===== config.mk =====
export PLATFORM = sky130hd
export DESIGN_NAME = tone_host_regs
export DESIGN_NICKNAME = d
export VERILOG_FILES = /design/src/rtl/tone_regs_pkg.sv /design/src/rtl/tone_bus_decode.sv /design/src/rtl/tone_ctl_steer.sv /design/src/rtl/tone_rx_capture.sv /design/src/rtl/tone_host_regs.sv
export SDC_FILE = /design/constraint.sdc
export NUM_CORES = 1
export LEC_CHECK = 0
export CAP_MARGIN = 25
export CORE_UTILIZATION = 38
export CTS_CLUSTER_SIZE = 25
export DETAILED_ROUTE_END_ITERATION = 16
export GPL_TIMING_DRIVEN = 0
export PLACE_DENSITY = 0.75
export SYNTH_ARGS = -nofsm -noshare
export SYNTH_HDL_FRONTEND = slang
export SYNTH_HIERARCHICAL = 1
export SYNTH_SLANG_ARGS = --single-unit

===== constraint.sdc =====
create_clock -name clk -period 1.14 [get_ports clk]
set_input_delay 0.171 -clock clk [delete_from_list [all_inputs] [get_ports clk]]
set_output_delay 0.171 -clock clk [all_outputs]
set_load 0.005 [all_outputs]

===== src/rtl/tone_regs_pkg.sv =====
package tone_regs_pkg;

  localparam int unsigned TRX_DW = 4;

  typedef struct packed {
    logic wr_data;
    logic wr_ctl;
    logic rd_data;
    logic rd_stat;
  } acc_t;

endpackage


===== src/rtl/tone_bus_decode.sv =====
module tone_bus_decode
  import tone_regs_pkg::*;
(
  input  logic cs,
  input  logic rs,
  input  logic rd,
  input  logic wr,
  output acc_t acc
);

  always_comb begin
    acc.wr_data = cs & wr & ~rs;
    acc.wr_ctl  = cs & wr &  rs;
    acc.rd_data = cs & rd & ~rs;
    acc.rd_stat = cs & rd &  rs;
  end

endmodule


===== src/rtl/tone_ctl_steer.sv =====
module tone_ctl_steer #(
  parameter int unsigned DW = 4
) (
  input  logic          clk,
  input  logic          rst,
  input  logic          wr_ctl,
  input  logic [DW-1:0] wdata,
  output logic [DW-1:0] ctl_a,
  output logic [DW-1:0] ctl_b,
  output logic          armed
);

  localparam int unsigned MSB = DW - 1;

  always_ff @(posedge clk) begin
    if (rst) begin
      ctl_a <= '0;
      ctl_b <= '0;
      armed <= 1'b0;
    end else if (wr_ctl) begin
      if (armed) begin
        ctl_b <= wdata;
        armed <= 1'b0;
      end else begin
        ctl_a <= wdata;
        armed <= wdata[MSB];
      end
    end
  end


  redirect_one_shot_chk: assert property (@(posedge clk) disable iff (rst)
    (wr_ctl && armed) |=> (!armed && $stable(ctl_a)));


  ctl_a_load_chk: assert property (@(posedge clk) disable iff (rst)
    (wr_ctl && !armed) |=> (ctl_a == $past(wdata) && $stable(ctl_b)));


  no_write_hold_chk: assert property (@(posedge clk) disable iff (rst)
    !wr_ctl |=> ($stable(ctl_a) && $stable(ctl_b) && $stable(armed)));

endmodule


===== src/rtl/tone_rx_capture.sv =====
module tone_rx_capture #(
  parameter int unsigned DW = 4
) (
  input  logic          clk,
  input  logic          rst,
  input  logic          rx_valid,
  input  logic [DW-1:0] rx_code,
  input  logic          rd_data,
  output logic [DW-1:0] rx_q,
  output logic          pend
);

  always_ff @(posedge clk) begin
    if (rst) begin
      rx_q <= '0;
      pend <= 1'b0;
    end else begin
      if (rx_valid) rx_q <= rx_code;
      if (rx_valid)     pend <= 1'b1;
      else if (rd_data) pend <= 1'b0;
    end
  end


  pend_clear_chk: assert property (@(posedge clk) disable iff (rst)
    (rd_data && !rx_valid) |=> !pend);


  pend_set_chk: assert property (@(posedge clk) disable iff (rst)
    rx_valid |=> (pend && rx_q == $past(rx_code)));

endmodule


===== src/rtl/tone_host_regs.sv =====
module tone_host_regs
  import tone_regs_pkg::*;
#(
  parameter int unsigned DW = TRX_DW
) (
  input  logic          clk,
  input  logic          rst,
  input  logic          bus_cs,
  input  logic          bus_rs,
  input  logic          bus_rd,
  input  logic          bus_wr,
  input  logic [DW-1:0] bus_wdata,
  output logic [DW-1:0] bus_rdata,
  output logic [DW-1:0] ctl_a,
  output logic [DW-1:0] ctl_b,
  output logic [DW-1:0] tx_code,
  output logic          tx_load,
  input  logic [DW-1:0] core_rx_code,
  input  logic          core_rx_valid,
  input  logic [DW-2:0] core_flags
);

  localparam int unsigned FW = DW - 1;

  acc_t          acc;
  logic          armed;
  logic [DW-1:0] rx_q;
  logic          pend;
  logic [DW-1:0] stat_w;

  tone_bus_decode u_dec (
    .cs  (bus_cs),
    .rs  (bus_rs),
    .rd  (bus_rd),
    .wr  (bus_wr),
    .acc (acc)
  );

  tone_ctl_steer #(.DW(DW)) u_ctl (
    .clk    (clk),
    .rst    (rst),
    .wr_ctl (acc.wr_ctl),
    .wdata  (bus_wdata),
    .ctl_a  (ctl_a),
    .ctl_b  (ctl_b),
    .armed  (armed)
  );

  tone_rx_capture #(.DW(DW)) u_rx (
    .clk      (clk),
    .rst      (rst),
    .rx_valid (core_rx_valid),
    .rx_code  (core_rx_code),
    .rd_data  (acc.rd_data),
    .rx_q     (rx_q),
    .pend     (pend)
  );

  // status word: pending flag at bit 0, core flags above it
  assign stat_w = {core_flags[FW-1:0], pend};

  always_ff @(posedge clk) begin
    if (rst) begin
      tx_code <= '0;
      tx_load <= 1'b0;
    end else begin
      tx_load <= acc.wr_data;
      if (acc.wr_data) tx_code <= bus_wdata;
    end
  end

  always_ff @(posedge clk) begin
    if (rst)              bus_rdata <= '0;
    else if (acc.rd_data) bus_rdata <= rx_q;
    else if (acc.rd_stat) bus_rdata <= stat_w;
  end


  tx_load_pulse_chk: assert property (@(posedge clk) disable iff (rst)
    tx_load |-> $past(bus_cs && bus_wr && !bus_rs));


  deselect_hold_chk: assert property (@(posedge clk) disable iff (rst)
    !bus_cs |=> ($stable(bus_rdata) && $stable(tx_code) && !tx_load));


  data_write_arm_chk: assert property (@(posedge clk) disable iff (rst)
    (bus_cs && bus_wr && !bus_rs) |=> $stable(armed));

endmodule


==> results of run 1 <==
[worst register-to-register path: cells and delay by family (launching register included)]
family / cells / cell delay, ns
DFF: 1 / 0.35
muxes: 1 / 0.18
and+or+nand+nor: 1 / 0.26
[registers in the layout, summed over array words and instances, names as in the netlist]
register     cells
bus_rdata        4
u_ctl/ctl_b      4
tx_code          4
u_ctl/armed      1
u_rx/pend        1
tx_load          1
u_rx/rx_q        4
u_ctl/ctl_a      4
[kinds of logic after synthesis]
kind of cell / after synthesis / share of synthesized area [%]
AND/OR/NAND/NOR: 35 / 21.7
AO/OA/AOI/OAI: 6 / 4.30
multiplexers: 20 / 20.8
buffers and inverters: 7 / 5.21
flip-flops: 23 / 47.9
[cell usage after synthesis (2+ instances only)]
cell	number
a211oi_1	4
and3_2	2
and3b_1	2
buf_6	3
dfxtp_1	23
inv_1	2
mux2i_1	20
nand2b_1	14
nor2_1	8
nor2b_1	5
[timing repair]
action | CTS | global route
pin swaps | 0 | 1
gates resized for setup | 33 | 5
setup endpoints to repair | 17 | 4
setup buffers | 2 | 0
[metal layers]
layer | track usage, % | vias to the layer above
met5 | 0 | -
met4 | 5.26 | 0
met3 | 5.22 | 5
met2 | 31.0 | 17
met1 | 18.3 | 347
li1 | - | 383
[cell type report]
cell class / count / area, sq um / area share [%]
clock buffers: 4 / 26.3 / 1.91
well taps: 28 / 35.0 / 2.55
flip-flops and latches: 23 / 480 / 35.0
plain buffers: 5 / 46.3 / 3.37
multi-input cells: 61 / 454 / 33.1
repair buffers: 35 / 324 / 23.6
inverters: 2 / 7.51 / 0.546
[power by group through the flow]
stage | combinational (mW) | sequential, mW | clock (mW)
after global placement | 0.213 | 0.871 | 0
after global routing | 0.226 | 0.862 | 0.420
after CTS | 0.207 | 0.857 | 0.381
final | 0.209 | 0.857 | 0.370
after detailed placement | 0.218 | 0.873 | 0
after floorplan | 0.0968 | 0.871 | 0
[metrics by stage]
stage / hold slack, ns / cells / total power [mW]
after floorplan: 0.240 / 91 / 0.967
after global placement: 0.431 / 152 / 1.08
after detailed placement: 0.440 / 152 / 1.09
after CTS: 0.0979 / 158 / 1.45
after global routing: 0.0872 / 158 / 1.51
final: 0.106 / 158 / 1.44
[worst paths after layout]
path | cells past startpoint | slack (ns) | startpoint | end
max | 1 | 0.05 | tx_code[0] | tx_code[0]
min | 3 | 0.11 | core_rx_valid | u_rx/pend
max reg2reg | 2 | 0.27 | u_ctl/armed | u_ctl/ctl_a[2]
min reg2reg | 2 | 0.47 | u_ctl/ctl_b[3] | u_ctl/ctl_b[3]
==> results_dict.tcl, run 1 <==
set metrics [dict create \
    run_status "finished, final reports clean" \
    crit_type "register to output pin" \
    clock-sinks 23 \
    via_per_inst 4.76 \
    sw_frac_of_total_pct 22.9 \
    path_max_fanout 2 \
    hold_buffers 0 \
    grt_max_degree 13 \
    synth_area_leaders "dfxtp_1 48%, mux2i_1 21%, nand2b_1 9.1%, buf_6 3.5%, nor2b_1 3.3%" \
    worst_pin_slew_ns 0.338 \
    ir_worst_vdd_mv 0.717 \
    final_cell_mix "19 x mux2i_1, 17 x dlygate4sd2_1, 16 x dfxtp_2, 16 x clkdlybuf4s50_1, 14 x nand2b_1" \
    rows 17 \
    synth_top_area_share_pct 47.9 \
    gp_congestion 0.772 \
    vias 752 \
    mostFrequentLayoutCell "mux2i_1" \
    antenna_found_initial 0 \
    met2_length_microns 1020 \
    cp_slowest_stage_delay_ns 0.34 \
    grt-ovfl-total 0 \
    pwr-share-comb_pct 14.6 \
    finalHoldViolCount 0 \
    ctsLongestPathBuffers 2 \
    post-place-ws_ns -0.305 \
    crit_slowest_cell "dfxtp_2" \
    cts_buffers 3 \
    fin_setup_tns_ns 0 \
    syn_to_final_growth_pct 43.0 \
    fin_util_pct 59.8 \
    cp_top_family "flip-flops" \
    final_area_sq_um 1370 \
    worst-path-buf-inv 1 \
    slew_headroom_pct 77.4 \
    hp-class "input pin to register" \
    core_sq_um 2300 \
    pwr-share-seq_pct 59.7 \
    die_w_microns 52.3 \
    fin_skew_ns 0.000583 \
    clock_latency_ns 0.31 \
    power_frac_clock_pct 25.8 \
    synth_edf_count 0 \
    grt_use_total_pct 16.9 \
    post_drt_wl_per_cell_microns 12.6 \
    nFillCells 210 \
    route.met3.wl_microns 87 \
    drtIter0Drc 1 \
    fin_ws_ns 0.0547 \
    synth.distinct_cells 18 \
    cp.required_ns 0.97 \
    ys_seq_elements 23 \
    drt-total-wl_microns 1990 \
    syn_area_per_cell_sq_um 10.6 \
    finalNetCount 149 \
    portBuffers 33 \
    drv_slew 0 \
    io_pins 35 \
    drc 0 \
    clock-root-buffer "clkbuf_4" \
    top_layer "met4" \
    leakagePower_nw 0.636 \
    syn_inst 91 \
    syn_nets 109 \
    ys.flop_type "dfxtp_1" \
    max_freq_mhz 921 \
    cap_violations 0 \
    finalSetupViolCount 0 \
    p_sw_mw 0.328 \
    synth_area_sq_um 961 \
    clkTransAtPathRegs_ns 0.12 \
    start_util_pct 41.8 \
    fp.dieH_microns 52.3 \
    grt_pass1_vias 759 \
    place_area_sq_um 1330 \
    async_flop_share_pct 0 \
    arrival_ns 0.91 \
    diodes 0 \
    internal-power_mw 1.11 \
    path_cells "dlygate4sd2_1" \
    wl_met1_microns 853 \
    crit_path_start_kind "register" \
    dr.pass1.iters 2 \
    ys_seq_area_share_pct 47.9 \
    grt_pass1_wl_microns 3310 \
    drive_gt1_share_pct 23.1 \
    htreeDepth 1 \
    worst_setup_path_end_kind "output pin" \
    synth_largest_area_cell "dfxtp_1" \
    dieArea_sq_um 2730 \
    fin_crit_ns 1.09 \
    cts_tree "done" \
    post-route-period-util_pct 95.2 \
    p_per_area_nw_per_um2 1040 \
    rsz0062_at_grt "false" \
    ys_warn_count 6 \
    hpwl_microns 1570 \
    drtAntennaViolNets 0 \
]
Note: power is estimated with default switching activity, not from simulation.
==> run 2, diff against run 1 <==
CTS_CLUSTER_SIZE = 10   (was 25)
==> results of run 2 <==
Same layout as run 1: the final DEF is identical, and so are final timing and power.
==> run 3, diff against run 2 <==
GPL_ROUTABILITY_DRIVEN = 0   (was unset)
==> results of run 3 <==
Same layout as run 1: the final DEF is identical, and so are final timing and power.
